$ cat config.mk
export PLATFORM = sky130hd
export DESIGN_NAME = fp_round_unit
export DESIGN_NICKNAME = d
export VERILOG_FILES = /design/src/rtl/fprnd_pkg.sv /design/src/rtl/fprnd_split.sv /design/src/rtl/fprnd_decide.sv /design/src/rtl/fprnd_adjust.sv /design/src/rtl/fp_round_unit.sv
export SDC_FILE = /design/constraint.sdc
export NUM_CORES = 1
export LEC_CHECK = 0
export ABC_AREA = 1
export BUFFER_PORTS_ARGS = -buffer_cell sky130_fd_sc_hd__buf_4
export CORE_MARGIN = 8
export CORE_UTILIZATION = 30
export DETAILED_ROUTE_END_ITERATION = 16
export GPL_ROUTABILITY_DRIVEN = 0
export PLACE_DENSITY_LB_ADDON = 0.12
export SLEW_MARGIN = 15
export SYNTH_ARGS = -nofsm -noshare
export SYNTH_HDL_FRONTEND = slang
export SYNTH_SLANG_ARGS = --single-unit
$ cat constraint.sdc
create_clock -name clk -period 3.9 [get_ports clk]
set_input_delay 0.585 -clock clk [delete_from_list [all_inputs] [get_ports clk]]
set_output_delay 0.585 -clock clk [all_outputs]
set_load 0.1 [all_outputs]
$ cat src/rtl/fprnd_pkg.sv
package fprnd_pkg;

    localparam int MANT_W   = 67;
    localparam int SIG_W    = 64;
    localparam int EXP_W    = 18;
    localparam int NUM_PREC = 3;
    localparam int PIDX_W   = $clog2(NUM_PREC);

    typedef enum logic [1:0] {
        RND_NEAR = 2'b00,
        RND_ZERO = 2'b01,
        RND_DOWN = 2'b10,
        RND_UP   = 2'b11
    } rnd_mode_e;

    typedef enum logic [1:0] {
        PR_SGL     = 2'b00,
        PR_DBL     = 2'b01,
        PR_EXT     = 2'b10,
        PR_EXT_ALT = 2'b11
    } prec_e;

    // significand width for each precision index
    function automatic int sig_bits(int idx);
        case (idx)
            0:       return 24;
            1:       return 53;
            default: return 64;
        endcase
    endfunction

    // exponent field width for each precision index
    function automatic int exp_bits(int idx);
        case (idx)
            0:       return 8;
            1:       return 11;
            default: return 15;
        endcase
    endfunction

    function automatic logic [PIDX_W-1:0] prec_index(prec_e p);
        case (p)
            PR_SGL:  return PIDX_W'(0);
            PR_DBL:  return PIDX_W'(1);
            default: return PIDX_W'(2);
        endcase
    endfunction

    function automatic logic signed [EXP_W-1:0] exp_limit(int idx);
        return EXP_W'((1 << (exp_bits(idx) - 1)) - 1);
    endfunction

    function automatic logic [SIG_W-1:0] ulp_vec(int idx);
        logic [SIG_W-1:0] v;
        v = '0;
        v[SIG_W - sig_bits(idx)] = 1'b1;
        return v;
    endfunction

    typedef struct packed {
        logic                     sign;
        logic signed [EXP_W-1:0]  exp;
        logic [SIG_W-1:0]         sig;
        logic                     guard;
        logic                     rnd;
        logic                     sticky;
        logic                     inc;
        logic [PIDX_W-1:0]        pidx;
        rnd_mode_e                mode;
    } split_t;

    typedef struct packed {
        logic [SIG_W-1:0]         mant;
        logic signed [EXP_W-1:0]  exp;
        logic                     inexact;
        logic                     ovf;
    } result_t;

endpackage

$ cat src/rtl/fprnd_split.sv
module fprnd_split
    import fprnd_pkg::*;
(
    input  logic [MANT_W-1:0] mant,
    input  prec_e             prec,
    output logic [SIG_W-1:0]  sig,
    output logic              lsb,
    output logic              guard,
    output logic              rnd,
    output logic              sticky,
    output logic [PIDX_W-1:0] pidx
);
    logic [SIG_W-1:0] c_sig    [NUM_PREC];
    logic             c_lsb    [NUM_PREC];
    logic             c_guard  [NUM_PREC];
    logic             c_rnd    [NUM_PREC];
    logic             c_sticky [NUM_PREC];

    logic [SIG_W-1:0] top_bits;
    assign top_bits = mant[MANT_W-1 -: SIG_W];

    for (genvar p = 0; p < NUM_PREC; p++) begin : g_prec
        localparam int W     = sig_bits(p);
        localparam int G_POS = MANT_W - 1 - W;
        assign c_sig[p]    = top_bits & ~({SIG_W{1'b1}} >> W);
        assign c_lsb[p]    = mant[MANT_W - W];
        assign c_guard[p]  = mant[G_POS];
        assign c_rnd[p]    = mant[G_POS - 1];
        assign c_sticky[p] = |(mant & ({MANT_W{1'b1}} >> (W + 2)));
    end

    always_comb begin
        pidx   = prec_index(prec);
        sig    = c_sig[0];
        lsb    = c_lsb[0];
        guard  = c_guard[0];
        rnd    = c_rnd[0];
        sticky = c_sticky[0];
        for (int i = 1; i < NUM_PREC; i++) begin
            if (pidx == PIDX_W'(i)) begin
                sig    = c_sig[i];
                lsb    = c_lsb[i];
                guard  = c_guard[i];
                rnd    = c_rnd[i];
                sticky = c_sticky[i];
            end
        end
    end
endmodule

$ cat src/rtl/fprnd_decide.sv
module fprnd_decide
    import fprnd_pkg::*;
(
    input  rnd_mode_e mode,
    input  logic      sign,
    input  logic      lsb,
    input  logic      guard,
    input  logic      rnd,
    input  logic      sticky,
    output logic      inc
);
    logic lost;
    assign lost = guard | rnd | sticky;

    always_comb begin
        unique case (mode)
            RND_NEAR: inc = guard & (lsb | rnd | sticky);
            RND_ZERO: inc = 1'b0;
            RND_DOWN: inc = sign & lost;
            RND_UP:   inc = ~sign & lost;
            default:  inc = 1'b0;
        endcase
    end

    // an exact half with an even LSB stays put
    always_comb begin
        a_r4_tie_even: assert (!(mode == RND_NEAR && guard && !rnd && !sticky && !lsb && inc));
        // directed modes never move a value away from their own direction
        a_r6_direction: assert (!(((mode == RND_DOWN && !sign) || (mode == RND_UP && sign)) && inc));
        // toward zero never increments
        a_r5_zero_no_inc: assert (!(mode == RND_ZERO && inc));
    end
endmodule

$ cat src/rtl/fprnd_adjust.sv
module fprnd_adjust
    import fprnd_pkg::*;
(
    input  logic [SIG_W-1:0]        sig,
    input  logic                    inc,
    input  logic [PIDX_W-1:0]       pidx,
    input  logic signed [EXP_W-1:0] exp_in,
    output logic [SIG_W-1:0]        mant_out,
    output logic signed [EXP_W-1:0] exp_out,
    output logic                    ovf
);
    logic [SIG_W-1:0]        ulp;
    logic signed [EXP_W-1:0] lim;
    logic [SIG_W:0]          sum;
    logic                    carry;

    always_comb begin
        ulp = ulp_vec(NUM_PREC - 1);
        lim = exp_limit(NUM_PREC - 1);
        for (int i = 0; i < NUM_PREC - 1; i++) begin
            if (pidx == PIDX_W'(i)) begin
                ulp = ulp_vec(i);
                lim = exp_limit(i);
            end
        end
    end

    assign sum      = {1'b0, sig} + (inc ? {1'b0, ulp} : '0);
    assign carry    = sum[SIG_W];
    assign mant_out = carry ? {1'b1, sum[SIG_W-1:1]} : sum[SIG_W-1:0];
    assign exp_out  = exp_in + EXP_W'(carry);
    assign ovf      = exp_out > lim;

    // a carry out leaves exactly the integer bit set
    always_comb begin
        a_r7_carry_shape: assert (!carry || mant_out == {1'b1, {(SIG_W-1){1'b0}}});
    end
endmodule

$ cat src/rtl/fp_round_unit.sv
module fp_round_unit
    import fprnd_pkg::*;
(
    input  logic              clk,
    input  logic              rst,
    input  logic              in_valid,
    input  logic              in_sign,
    input  logic [EXP_W-1:0]  in_exp,
    input  logic [MANT_W-1:0] in_mant,
    input  logic [1:0]        in_prec,
    input  logic [1:0]        in_mode,
    output logic              out_valid,
    output logic [SIG_W-1:0]  out_mant,
    output logic [EXP_W-1:0]  out_exp,
    output logic              out_inexact,
    output logic              out_overflow
);
    // stage 1: field split and increment decision
    split_t            s1_d, s1_q;
    logic              s1_valid;
    logic              lsb_w;
    logic [SIG_W-1:0]  sig_w;
    logic              g_w, r_w, s_w, inc_w;
    logic [PIDX_W-1:0] pidx_w;

    fprnd_split u_split (
        .mant   (in_mant),
        .prec   (prec_e'(in_prec)),
        .sig    (sig_w),
        .lsb    (lsb_w),
        .guard  (g_w),
        .rnd    (r_w),
        .sticky (s_w),
        .pidx   (pidx_w)
    );

    fprnd_decide u_decide (
        .mode   (rnd_mode_e'(in_mode)),
        .sign   (in_sign),
        .lsb    (lsb_w),
        .guard  (g_w),
        .rnd    (r_w),
        .sticky (s_w),
        .inc    (inc_w)
    );

    always_comb begin
        s1_d.sign   = in_sign;
        s1_d.exp    = in_exp;
        s1_d.sig    = sig_w;
        s1_d.guard  = g_w;
        s1_d.rnd    = r_w;
        s1_d.sticky = s_w;
        s1_d.inc    = inc_w;
        s1_d.pidx   = pidx_w;
        s1_d.mode   = rnd_mode_e'(in_mode);
    end

    always_ff @(posedge clk) begin
        if (rst) begin
            s1_valid <= 1'b0;
            s1_q     <= '0;
        end else begin
            s1_valid <= in_valid;
            if (in_valid) s1_q <= s1_d;
        end
    end

    // stage 2: increment, renormalize, range check
    result_t r_d, r_q;
    logic    r_valid;

    fprnd_adjust u_adjust (
        .sig      (s1_q.sig),
        .inc      (s1_q.inc),
        .pidx     (s1_q.pidx),
        .exp_in   (s1_q.exp),
        .mant_out (r_d.mant),
        .exp_out  (r_d.exp),
        .ovf      (r_d.ovf)
    );
    assign r_d.inexact = s1_q.guard | s1_q.rnd | s1_q.sticky;

    always_ff @(posedge clk) begin
        if (rst) begin
            r_valid <= 1'b0;
            r_q     <= '0;
        end else begin
            r_valid <= s1_valid;
            if (s1_valid) r_q <= r_d;
        end
    end

    assign out_valid    = r_valid;
    assign out_mant     = r_q.mant;
    assign out_exp      = r_q.exp;
    assign out_inexact  = r_q.inexact;
    assign out_overflow = r_q.ovf;

    // the second stage follows the first by one cycle
    a_r1_valid_rise: assert property (@(posedge clk) disable iff (rst)
        s1_valid |=> out_valid);
    a_r1_valid_fall: assert property (@(posedge clk) disable iff (rst)
        !s1_valid |=> !out_valid);
    // toward zero passes significand and exponent through
    a_r5_zero_pass: assert property (@(posedge clk) disable iff (rst)
        (s1_valid && s1_q.mode == RND_ZERO) |=>
            (out_mant == $past(s1_q.sig) && out_exp == $past(s1_q.exp)));
    // inexact reflects the discarded bits held in stage 1
    a_r8_inexact: assert property (@(posedge clk) disable iff (rst)
        s1_valid |=> out_inexact == $past(s1_q.guard | s1_q.rnd | s1_q.sticky));
    // overflow only above the smallest precision's limit
    a_r9_ovf_range: assert property (@(posedge clk) disable iff (rst)
        (out_valid && out_overflow) |-> ($signed(out_exp) > 18'sd127));
endmodule

# --- Word level (Yosys, flattened, before mapping) ---
# Cells that the tools add are included.
totals:
  regBits: 174
  inputBits: 93
  out_inout_bits: 85
op_classes:
  add_sub_neg: 8
  n_lt_le_gt_ge: 5
  eq_ne: 7
  n_shift: 2
  mux: 26
  bitwise_logic: 10
  n_reduce_logical: 7
ops:
  columns: ["operator", "n"]
  rows:
  - ["$mux W64", 4]
  - ["$mux W32", 4]
  - ["$mux W40", 2]
  - ["$add A64 B65 Y65", 1]
  - ["$ge A32 B1 Y1 const B", 2]
  - ["$lt A32 B8 Y1 const B", 2]
  - ["$shl A1 B32 Y18 const A", 2]
  - ["$sub A32 B2 Y32 const B", 2]
  - ["$sub A8 B32 Y32 const A", 2]
  - ["$reduce_or A41 Y1", 1]
  - ["$mux W18", 2]
  - ["$sub A18 B2 Y18 const B", 2]
  - ["$add A18 B1 Y18", 1]
  - ["$gt A18 B18 Y1", 1]
  - ["$demux W1 S6", 2]
  - ["$reduce_or A12 Y1", 1]
  - ["$mux W1", 10]
  - ["$eq A2 B1 Y1 const B", 4]
  - ["$eq A2 B2 Y1 const B", 3]
  - ["$logic_not A2 Y1", 3]
  - ["$or A1 B1 Y1", 6]
  - ["$pmux W1 S4", 1]
  - ["$pmux W2 S2", 1]
  - ["$and A1 B1 Y1", 3]
  - ["other kinds (2)", 3]

# --- Longest topological paths before layout ---
# Gate-level depths: netlist (run 1).
logic_depth:
  ltp_word: 13
  depth_mapped: 30
  ltp_nobuf: 30

# --- Modules after synthesis ---
# Synthesis (run 1) repeated with hierarchy kept, for this count alone.
unflattened:
  hier_cells: 1759
  hier_area_um2: 10690.3
by_module_without_submodules:
  columns: ["mod", "n_inst", "cells_per_inst", "area_per_inst_um2", "seq_area_each_um2"]
  rows:
  - ["fp_round_unit", 1, 755, 6040.8, 3483.3]
  - ["fprnd_adjust", 1, 831, 3857.4, 0.0]
  - ["fprnd_split", 1, 161, 742.0, 0.0]
  - ["fprnd_decide", 1, 12, 50.0, 0.0]

# --- Least setup slack after synthesis (run 1) ---
# No wires, ideal clock.
synth_path:
  path_kind: "flip-flop to flip-flop"
  start: "register s1_q[3] (netlist bit)"
  end: "register r_q, in the netlist out_overflow"
  arrival_ns: 3.826
  required_ns: 3.768
  setup_slack_ns: -0.058
  stages_incl_launch_ff: 31
  n_path_buf: 0
  period_less_slack_ns: 3.958
  path_cell_list: "dfxtp_1 -> nand2_1 -> inv_1 -> ha_1 -> ha_1 -> nand2_1 -> nor2_1 -> nand2_2 -> o21ai_4 -> nand4_1 -> nand2_1 -> and3_1 -> ha_1 -> ha_1 -> nand2_1 -> nor2_1 -> nand4_1 -> nor2_1 -> nand3_1 -> xor2_1 -> inv_1 -> ha_1 -> nand2_1 -> nor2_1 -> inv_1 -> nor3_1 -> nand3b_1 -> nand2_1 -> nand3_1 -> nand2_1 -> a21oi_1"
synth_lines:
  columns: ["element", "line", "text"]
  rows:
  - ["from (decl)", "fp_round_unit.sv:19", "split_t s1_d, s1_q;"]
  - ["from (signal assigned)", "fp_round_unit.sv:62", "s1_q <= '0;"]
  - ["from (signal assigned)", "fp_round_unit.sv:65", "if (in_valid) s1_q <= s1_d;"]
  - ["to (signal assigned)", "fp_round_unit.sv:90", "if (s1_valid) r_q <= r_d;"]
  - ["to (decl)", "fp_round_unit.sv:70", "result_t r_d, r_q;"]

==> flow_results.org, run 1 <==
** Placement
- Buffers placed on the I/O ports in this run total 177.
- Post-DP HPWL :: about 29 mm
- Worst slack, placed :: -285.5 ps
- Post-placement cell area :: 11,860 um2

** Clock network
- TritonCTS Buffers :: 17
- Clock Tree Root :: sky130_fd_sc_hd__clkbuf_16
- Clock-pin slew was measured on the worst setup and hold paths at 80 ps.
- In this run the deepest clock path goes through 2 buffers.
- At the later pin of the worst-skew pair, clock insertion delay measures 440 ps.
- TritonCTS built the clock tree.
- Number of H-tree levels :: 4
- TritonCTS sink count :: 174

** Critical path
- Along the worst path, the maximum fanout reaches 4.
- Data on the critical path is required at its endpoint by 4210 ps.
- Type of element launching the critical path :: flop
- Cell repeated most along the worst path :: sky130_fd_sc_hd__ha_4
- Across all register-to-register paths, the minimum setup slack is 50 ps.
- The critical path contains buffers and inverters numbering 4 combined.
- Crit-path slowest cell :: sky130_fd_sc_hd__dfxtp_2
- Class of the most critical setup path :: reg -> reg
- Startpoint of the worst register-to-register path :: s1_q[4]$_SDFFE_PP0P_
- Critical R2R Capture :: out_overflow$_SDFFE_PP0P_
- Crit path DAT :: 4160 ps
- Family of cells with the greatest summed delay on the critical path :: simple AND/OR/NAND/NOR gates
- The worst setup path is captured at a flop.
- For this run, the slowest stage of the critical path takes ~370 ps.
- Worst reg-to-reg path cell count :: 30

** Routing
- Summing over every cut layer, the via total after detailed routing is 10,490.
- Aggregate routed wire length :: 37.83 mm
- In the routed design, unresolved DRC markers number 0.
- In this run the remaining antenna-violating nets after routing total 0.
- In the routed layout, each cell is associated on average with a via count of 4.804.
- The first routing iteration left 580 violations.
- The first detailed-routing pass took 5 iterations.
- After detailed routing, the average wire length per cell comes to 17.32 um.

** Power and ir drop
- Switching portion of total power :: ~31%
- IR analysis of the VDD net gives a maximum drop of 230.3 uV.
- Combinational Power Share :: 17.7%
- Leakage power :: 5.549 nW
- The clock network is responsible for 42.0% of the overall power.
- Power density of the placed cells :: 374.9 nW/um2
- Internal power comes to roughly 0.0034 W.
- Net switching power of the design :: ~0.0015 W
- Portion of total power attributed to sequential cells :: about two fifths

** Global routing
- Global routing used 19.42% of the available tracks.
- The first global-routing pass estimated approximately 59 mm of wire.
- The number of global-route vias before repair is approximately 10,000.
- Pin count of the biggest net entering global routing :: 65
- After global routing the overflow that remains totals 0.
- The initial antenna violation count was 0.

** Finish
- Summing all non-filler instances in the final layout gives an area of 12,860 um2.
- The multi-input combinational cells in the finished layout cover a total of 5665 um2.
- Compared with the post-synthesis result, the final layout area differs by 32.47%.
- The net count of the finished layout is 1,869.
- The number of antenna diodes in the final layout is 0.
- The sequential cells in the finished layout cover a total of 3491 um2.
- In the final layout, the share of cells above drive strength 1 is 19.71%.
- For this run, the share of the core covered by cells in the final layout is 39.94%.
- Number of inserted filler cells in the final layout :: 3,575

** Synth
- In this run the mean area of a mapped cell was 6.280 um2.
- Most area-consuming cells after synthesis :: sky130_fd_sc_hd__dfxtp_1 (36%), sky130_fd_sc_hd__nand2_1 (20%), sky130_fd_sc_hd__a21oi_1 (7.6%), sky130_fd_sc_hd__nor2_1 (6.9%), sky130_fd_sc_hd__o21ai_0 (4.8%)
- Syn Inst Count :: 1,546
- Summed over all instances, the cell type with the most area after synthesis is sky130_fd_sc_hd__dfxtp_1.
- Counting flops and latches in the post-synthesis netlist gives 174.
- The cell area that synthesis handed to floorplanning was 9709 um2.
- Number of distinct library cells after synthesis :: 36
- Synth top area share :: approximately 36%
- Syn. warnings :: 0
- Summing the sequential cell areas from Yosys gives 35.88% of the chip area.
- Synthesized net count :: 1,652

** Timing
- Worst slack on hold paths :: 365.9 ps
- Measured against its own limit, the worst slew margin works out to 39.59%.
- In the finished design, the share of the clock period the worst path needs comes to 98.67%.
- Timing would allow up to 259.9 MHz.
- On the final layout, the worst clock skew is about 13 ps.
- The worst path meets setup with 51.73 ps of slack.
- Max-slew violation count :: 0
- At the pin with the least slew margin, the transition time is 904.8 ps.
- Setup repair after global routing could not meet its margin everywhere.
- Final period demand of the worst path :: 3848 ps
- Final setup violation count :: 0
- The total count of hold-check failures in the final report is 0.

** Worst hold path
- Counting instances, the worst hold path has a depth of 3.
- The path with the worst hold slack has its endpoint at s1_q[84]$_SDFFE_PP0P_.
- Worst hold start :: in_exp[12]
- In this run the worst hold path is classified as in -> reg.

** Floorplan
- The die is 195.9 um tall.
- After floorplanning, the core was divided into 66 placement rows.
- 178 I/O pins were placed.
- Core area :: approximately 32,000 um2
- For this configuration, the core starts out at a cell density of 30.15%.
- Die outline width :: 195.9 um
- The die covers 38,380 um2.

** Flow run
- The tool flagged a number of max-cap violations equal to 0.

** Status
- Outcome :: completed
## worst min-delay path, stage by stage
cell	delay [ps]
sky130_fd_sc_hd__buf_4	80
sky130_fd_sc_hd__nor2_1	30
sky130_fd_sc_hd__nor2_1	80
## routing by layer
layer,up-vias,GRT usage [%],part of all wire [%]
met5,-,0,0
met4,0,5.081,1.9
met3,34,4.866,5.9
met2,239,30.99,45
met1,4784,25.79,47
li1,5434,-,-
## worst max path at each step
stage,start,end,cells after the start
3_3_place_gp,s1_q[3]$_SDFFE_PP0P_,out_overflow$_SDFFE_PP0P_,30
3_5_place_dp,s1_q[3]$_SDFFE_PP0P_,out_overflow$_SDFFE_PP0P_,30
2_1_floorplan,s1_q[3]$_SDFFE_PP0P_,out_overflow$_SDFFE_PP0P_,30
6_report,s1_q[4]$_SDFFE_PP0P_,out_overflow$_SDFFE_PP0P_,30
4_1_cts,s1_q[4]$_SDFFE_PP0P_,out_overflow$_SDFFE_PP0P_,29
5_1_grt,s1_q[4]$_SDFFE_PP0P_,out_overflow$_SDFFE_PP0P_,28
## power groups by stage
stage | Sequential, W | Combinational, W | Clock [W]
after floorplan | 0.00220 | 0.000301 | 0
after global placement | 0.00198 | 0.000836 | 0
after detailed placement | 0.00198 | 0.000838 | 0
after CTS | 0.00194 | 0.000846 | 0.00208
after global routing | 0.00196 | 0.000927 | 0.00214
final | 0.00194 | 0.000852 | 0.00203
## flip-flops by register name, summed over array words and instances (netlist names)
register / cells
out_valid: 1
out_overflow: 1
out_exp: 18
out_inexact: 1
s1_q: 88
s1_valid: 1
out_mant: 64
## cell usage after synthesis
library cell               instances
sky130_fd_sc_hd__clkinv_1          1
sky130_fd_sc_hd__buf_6             2
sky130_fd_sc_hd__nor2_2            1
sky130_fd_sc_hd__nor3b_1           2
sky130_fd_sc_hd__o221ai_1          1
sky130_fd_sc_hd__dfxtp_1         174
sky130_fd_sc_hd__inv_2             1
sky130_fd_sc_hd__xnor2_1          15
sky130_fd_sc_hd__a21oi_1         147
sky130_fd_sc_hd__ha_1             13
sky130_fd_sc_hd__o21ai_4           2
sky130_fd_sc_hd__o211ai_1          1
sky130_fd_sc_hd__nand4_1          27
sky130_fd_sc_hd__a22oi_1           2
sky130_fd_sc_hd__buf_2             8
sky130_fd_sc_hd__nor4_1           14
sky130_fd_sc_hd__nand2_1         512
sky130_fd_sc_hd__nand3_1          84
sky130_fd_sc_hd__inv_1           124
sky130_fd_sc_hd__xor2_1           38
sky130_fd_sc_hd__nand3b_1          3
sky130_fd_sc_hd__nand2_2           2
sky130_fd_sc_hd__o21ai_0          94
sky130_fd_sc_hd__clkbuf_1         56
sky130_fd_sc_hd__and2_1            2
sky130_fd_sc_hd__nor2_1          179
sky130_fd_sc_hd__or2_2             1
sky130_fd_sc_hd__nor3_1           10
sky130_fd_sc_hd__and3_1            1
sky130_fd_sc_hd__a211oi_1         13
sky130_fd_sc_hd__o21bai_1          1
sky130_fd_sc_hd__o21ai_1           8
sky130_fd_sc_hd__buf_1             4
sky130_fd_sc_hd__a21boi_0          1
sky130_fd_sc_hd__a31oi_1           1
sky130_fd_sc_hd__a21o_1            1
## cell families (layout without fill, tap and decap cells)
kind of cell | Yosys count | count (layout) | share of synthesized area, %
and+or+nand+nor | 838 | 838 | 35.04
adders and majority gates | 13 | 13 | 1.675
AOI/OAI and AO/OA | 272 | 272 | 14.79
xor gates and xnor gates | 53 | 53 | 4.781
buffers and inverters | 196 | 426 | 7.835
DFF | 174 | 174 | 35.88
## timing repair
| item | CTS | global route |
|---|---|---|
| gates cloned | 0 | 0 |
| pin swaps | 13 | 17 |
| setup endpoints to repair | 1 | 1 |
| hold buffers | 0 | 0 |
| setup buffers | 10 | 7 |
| gates resized for setup | 21 | 26 |
## per-stage QoR
| stage | instances | setup TNS, ps | power, W |
|---|---|---|---|
| after floorplan | 1546 | 0 | 0.002504 |
| after global placement | 2136 | -135.6 | 0.002816 |
| after detailed placement | 2136 | -285.5 | 0.002818 |
| after CTS | 2178 | 0 | 0.004864 |
| after global routing | 2184 | -272.6 | 0.005028 |
| final | 2184 | 0 | 0.004822 |
## cells in the final DEF (no fill, tap or decap), types with 3 or more instances in the layout
master,synthesis,final
sky130_fd_sc_hd__nor3_1,10,9
sky130_fd_sc_hd__nor4_1,14,14
sky130_fd_sc_hd__xnor2_1,15,15
sky130_fd_sc_hd__o21ai_0,94,94
sky130_fd_sc_hd__ha_4,0,7
sky130_fd_sc_hd__o21ai_1,8,8
sky130_fd_sc_hd__inv_6,0,5
sky130_fd_sc_hd__nand2_2,2,10
sky130_fd_sc_hd__clkbuf_16,0,17
sky130_fd_sc_hd__bufinv_16,0,6
sky130_fd_sc_hd__xor2_1,38,36
sky130_fd_sc_hd__ha_1,13,6
sky130_fd_sc_hd__buf_4,0,265
sky130_fd_sc_hd__nor2_1,179,171
sky130_fd_sc_hd__inv_2,1,7
sky130_fd_sc_hd__inv_1,124,119
sky130_fd_sc_hd__nand3b_1,3,3
sky130_fd_sc_hd__nor2_2,1,7
sky130_fd_sc_hd__nand3_1,84,81
sky130_fd_sc_hd__a211oi_1,13,13
sky130_fd_sc_hd__nand4_1,27,27
sky130_fd_sc_hd__nand2_1,512,503
sky130_fd_sc_hd__a21oi_1,147,146
sky130_fd_sc_hd__dfxtp_1,174,170
sky130_fd_sc_hd__nand3_2,0,3
sky130_fd_sc_hd__dfxtp_2,0,3
## area by class of cell
| type | count | area share (%) |
|---|---|---|
| clock buffer | 17 | 3.307 |
| clock inverter | 15 | 1.994 |
| inverter | 126 | 3.677 |
| multi-input combinational | 1176 | 44.05 |
| sequential | 174 | 27.14 |
| tap | 408 | 3.969 |
| timing repair buffer | 268 | 15.87 |
(Power assumes the default switching activity.)
==> run 2, diff against run 1 <==
Settings changed: CELL_PAD_IN_SITES_DETAIL_PLACEMENT from default to 0, CELL_PAD_IN_SITES_GLOBAL_PLACEMENT from default to 1.
Clock period 3.9 ns to 4.88 ns, I/O delays scaled along.
==> flow_results.org, run 2 (synthesized netlist as in run 1, its figures left out) <==
** Clock network
- The buffer levels on the longest clock path came to 2 (unchanged).
- Clk Latency, worst-skew pair :: 450 ps (about the same)
- The post-CTS clock slew at the launch and capture registers of the worst setup and hold paths was 70 ps (about the same).
- The number of CTS-inserted buffers came to 17 (unchanged).
- The number of hold buffers added after cts was 0 (unchanged).
- TritonCTS built the clock tree.
- The sink count of the clock tree was 174 (unchanged).
- The H-tree depth was 4 (unchanged).
- Clock Tree Root :: sky130_fd_sc_hd__clkbuf_16

** Finish
- Top reg by flops :: s1_q
- Area used by sequential logic in the layout :: 3486 um2 (-0.14%)
- Most frequent cells in the layout :: sky130_fd_sc_hd__nand2_1 (512), sky130_fd_sc_hd__buf_4 (191), sky130_fd_sc_hd__nor2_1 (178)
- Layout cells sized above 1 :: 13.89% (-5.8 points)
- Relative to the synthesized area, the layout overhead comes to 23.47%.
- Finished Cell Area :: 11,990 um2 (-6.8%)
- The number of flip-flops under the largest register name came to 88 (unchanged).
- The final instance count without filler cells is 2,107 (-3.5%).
- The number of inserted filler cells in the final layout came to 3,647 (+2.0%).
- Antenna diode instance count :: 0 (unchanged)
- The area occupied by multi-input gates came to 5468 um2 (-3.5%).
- Commonest non-fill, non-tap cell in the layout :: sky130_fd_sc_hd__nand2_1
- The core occupancy in the finished layout is 37.22% (-2.7 points).
- The net count of the finished layout is 1,792 (-4.1%).

** Critical path
- The count of buffering cells on the critical path with inverters included came to 3 (-1).
- Cell repeated most along the worst path :: sky130_fd_sc_hd__nand2_1
- The worst reg-to-reg path cell count is 30 (unchanged).
- Family of cells with the greatest summed delay on the critical path :: simple AND/OR/NAND/NOR gates
- The most critical setup path has its endpoint at out_overflow$_SDFFE_PP0P_.
- STA classifies the critical path endpoint as a flop.
- Crit path DAT :: 4690 ps (+530 ps)
- STA classifies the critical path startpoint as a flop.
- Critical R2R Capture :: out_overflow$_SDFFE_PP0P_
- Tracing the worst setup path back leads to its startpoint at s1_q[3]$_SDFFE_PP0P_.
- R2r setup slk :: 500 ps (+440 ps)
- Highest net fanout along the worst path :: 6 (+2)
- Startpoint of the worst register-to-register path :: s1_q[3]$_SDFFE_PP0P_
- Cell depth of the worst setup path :: 30 (unchanged)
- Critical path's largest stage delay :: 370 ps (about the same)
- The slowest stage of the critical path belongs to the cell sky130_fd_sc_hd__dfxtp_2.
- Class of the most critical setup path :: reg -> reg
- Data required time of the critical path :: 5190 ps (+980 ps)

** Routing
- WL/cell :: 17.74 um (+2.4%)
- Initial DRC Count :: 636 (+9.7%)
- The remaining antenna violation count is 0 (unchanged).
- The number of remaining DRC errors came to 0 (unchanged).
- Iteration count of the initial detailed-routing pass :: 5 (unchanged)
- Average vias per placed instance :: 4.836 (+0.68%)
- The sum of routed wire length over all layers is 37.38 mm (-1.2%).
- The via count came to 10,190 (-2.9%).

** Timing
- Fraction of the cycle the final worst path needs :: 89.84% (-8.8 points)
- The clock period minus final worst setup slack came to 4384 ps (+535.9 ps).
- The relative slew slack came to 30.30% (-9.3 points).
- Unrepaired setup endpoints after global routing :: no
- The final total negative setup slack is 0 ps (unchanged).
- The number of failing setup endpoints in the final timing report came to 0 (unchanged).
- Worst Tran Pin Value :: 1046 ps (+140.8 ps)
- Max-slew violation count :: 0 (unchanged)
- Fmax :: 228.1 MHz (-12%)
- Worst slack on hold paths :: 466.1 ps (+100.1 ps)
- The total count of hold-check failures in the final report is 0 (unchanged).
- The final setup skew is 14.66 ps (+1.961 ps).

** Floorplan
- Die outline width :: 195.9 um (unchanged)
- The number of placed I/O pins came to 178 (unchanged).
- # rows :: 66 (unchanged)
- The overall die area is 38,380 um2 (unchanged).
- The starting utilization of the core area was 30.15% (unchanged).
- Die height :: 195.9 um (unchanged)
- Core area :: 32,210 um2 (unchanged)

** Power and ir drop
- Max IR drop VDD :: 233.0 uV (+1.2%)
- Leakage power :: 5.116 nW (-7.8%)
- The power density relative to cell area was 305.6 nW/um2 (-18%).

** Flow run
- Max-cap violations :: 0 (unchanged)

** Placement
- The instance area at placement was 11,370 um2 (-4.1%).
- The cell total after placement was 2,075 (-2.9%).
- The half-perimeter wire length after detailed placement was 29.61 mm (+0.52%).
- The count of port buffers added during placement was 177 (unchanged).

** Global routing
- The wire length of the first global-routing pass was 57.33 mm (-2.2%).
- Initial antenna violation count :: 0 (unchanged)
- The number of global-route vias before repair is 9,794 (-4.1%).
- The all-layer global routing usage was 19.26% (-0.16 points).
- Pin count of the biggest net entering global routing :: 71 (+9.2%)
- Total grt overflow :: 0 (unchanged)

** Status
- The run finished with clean final reports.

** Worst hold path
- HP Class :: reg -> reg
==> run 2: layout make-up <==
| class | instances | share of cell area [%] |
|---|---|---|
| flip-flops and latches | 174 | 29.08 |
| clock inverters | 14 | 1.482 |
| well taps | 408 | 4.258 |
| inverters | 126 | 3.945 |
| clock buffers | 18 | 3.664 |
| multi-input cells | 1176 | 45.61 |
| repair buffers | 191 | 11.96 |
==> run 2: worst min-delay path by stage <==
stage	depth (start not counted)	startpoint	slack, ps	end
CTS	2	out_mant[36]$_SDFFE_PP0P_	470	out_mant[36]$_SDFFE_PP0P_
detailed placement	2	out_mant[4]$_SDFFE_PP0P_	460	out_mant[4]$_SDFFE_PP0P_
floorplan	2	s1_q[7]$_SDFFE_PP0P_	430	out_inexact$_SDFFE_PP0P_
global route	2	out_mant[24]$_SDFFE_PP0P_	480	out_mant[24]$_SDFFE_PP0P_
finish	2	out_mant[36]$_SDFFE_PP0P_	470	out_mant[36]$_SDFFE_PP0P_
global placement	2	out_mant[49]$_SDFFE_PP0P_	460	out_mant[49]$_SDFFE_PP0P_
==> run 2: worst min-delay path, delay by kind of cell (launching register included) <==
family	cells	cell delay, ps
compound gates	1	50
flops	1	310
simple gates	1	60
==> run 2: per-layer routing <==
metal | part of all wire, % | vias up | GRT usage [%]
met4 | 1.6 | 0 | 5.166
li1 | - | 5269 | -
met5 | 0 | - | 0
met1 | 50 | 4661 | 26.96
met2 | 44 | 230 | 29.92
met3 | 4.7 | 30 | 3.547
==> run 2: report_power, final <==
| part | leakage, nW | switching [W] | internal [W] |
|---|---|---|---|
| logic | 3.38 | 0.000442 | 0.000180 |
| registers | 1.43 | 0.0000764 | 0.00149 |
| clock network | 0.302 | 0.000641 | 0.000829 |
==> run 2: per-stage QoR <==
| step | setup slack (ps) | power (W) |
|---|---|---|
| floorplan | 921.6 | 0.002001 |
| global placement | 509.4 | 0.002228 |
| detailed placement | 411.3 | 0.002227 |
| CTS | 394.3 | 0.003704 |
| global route | 11.67 | 0.003821 |
| finish | 495.8 | 0.003664 |
==> run 2: timing repair <==
action | in CTS | in global routing
endpoints found under the setup margin | 0 | 1
resized for setup | 0 | 2
buffers inserted | 0 | 0
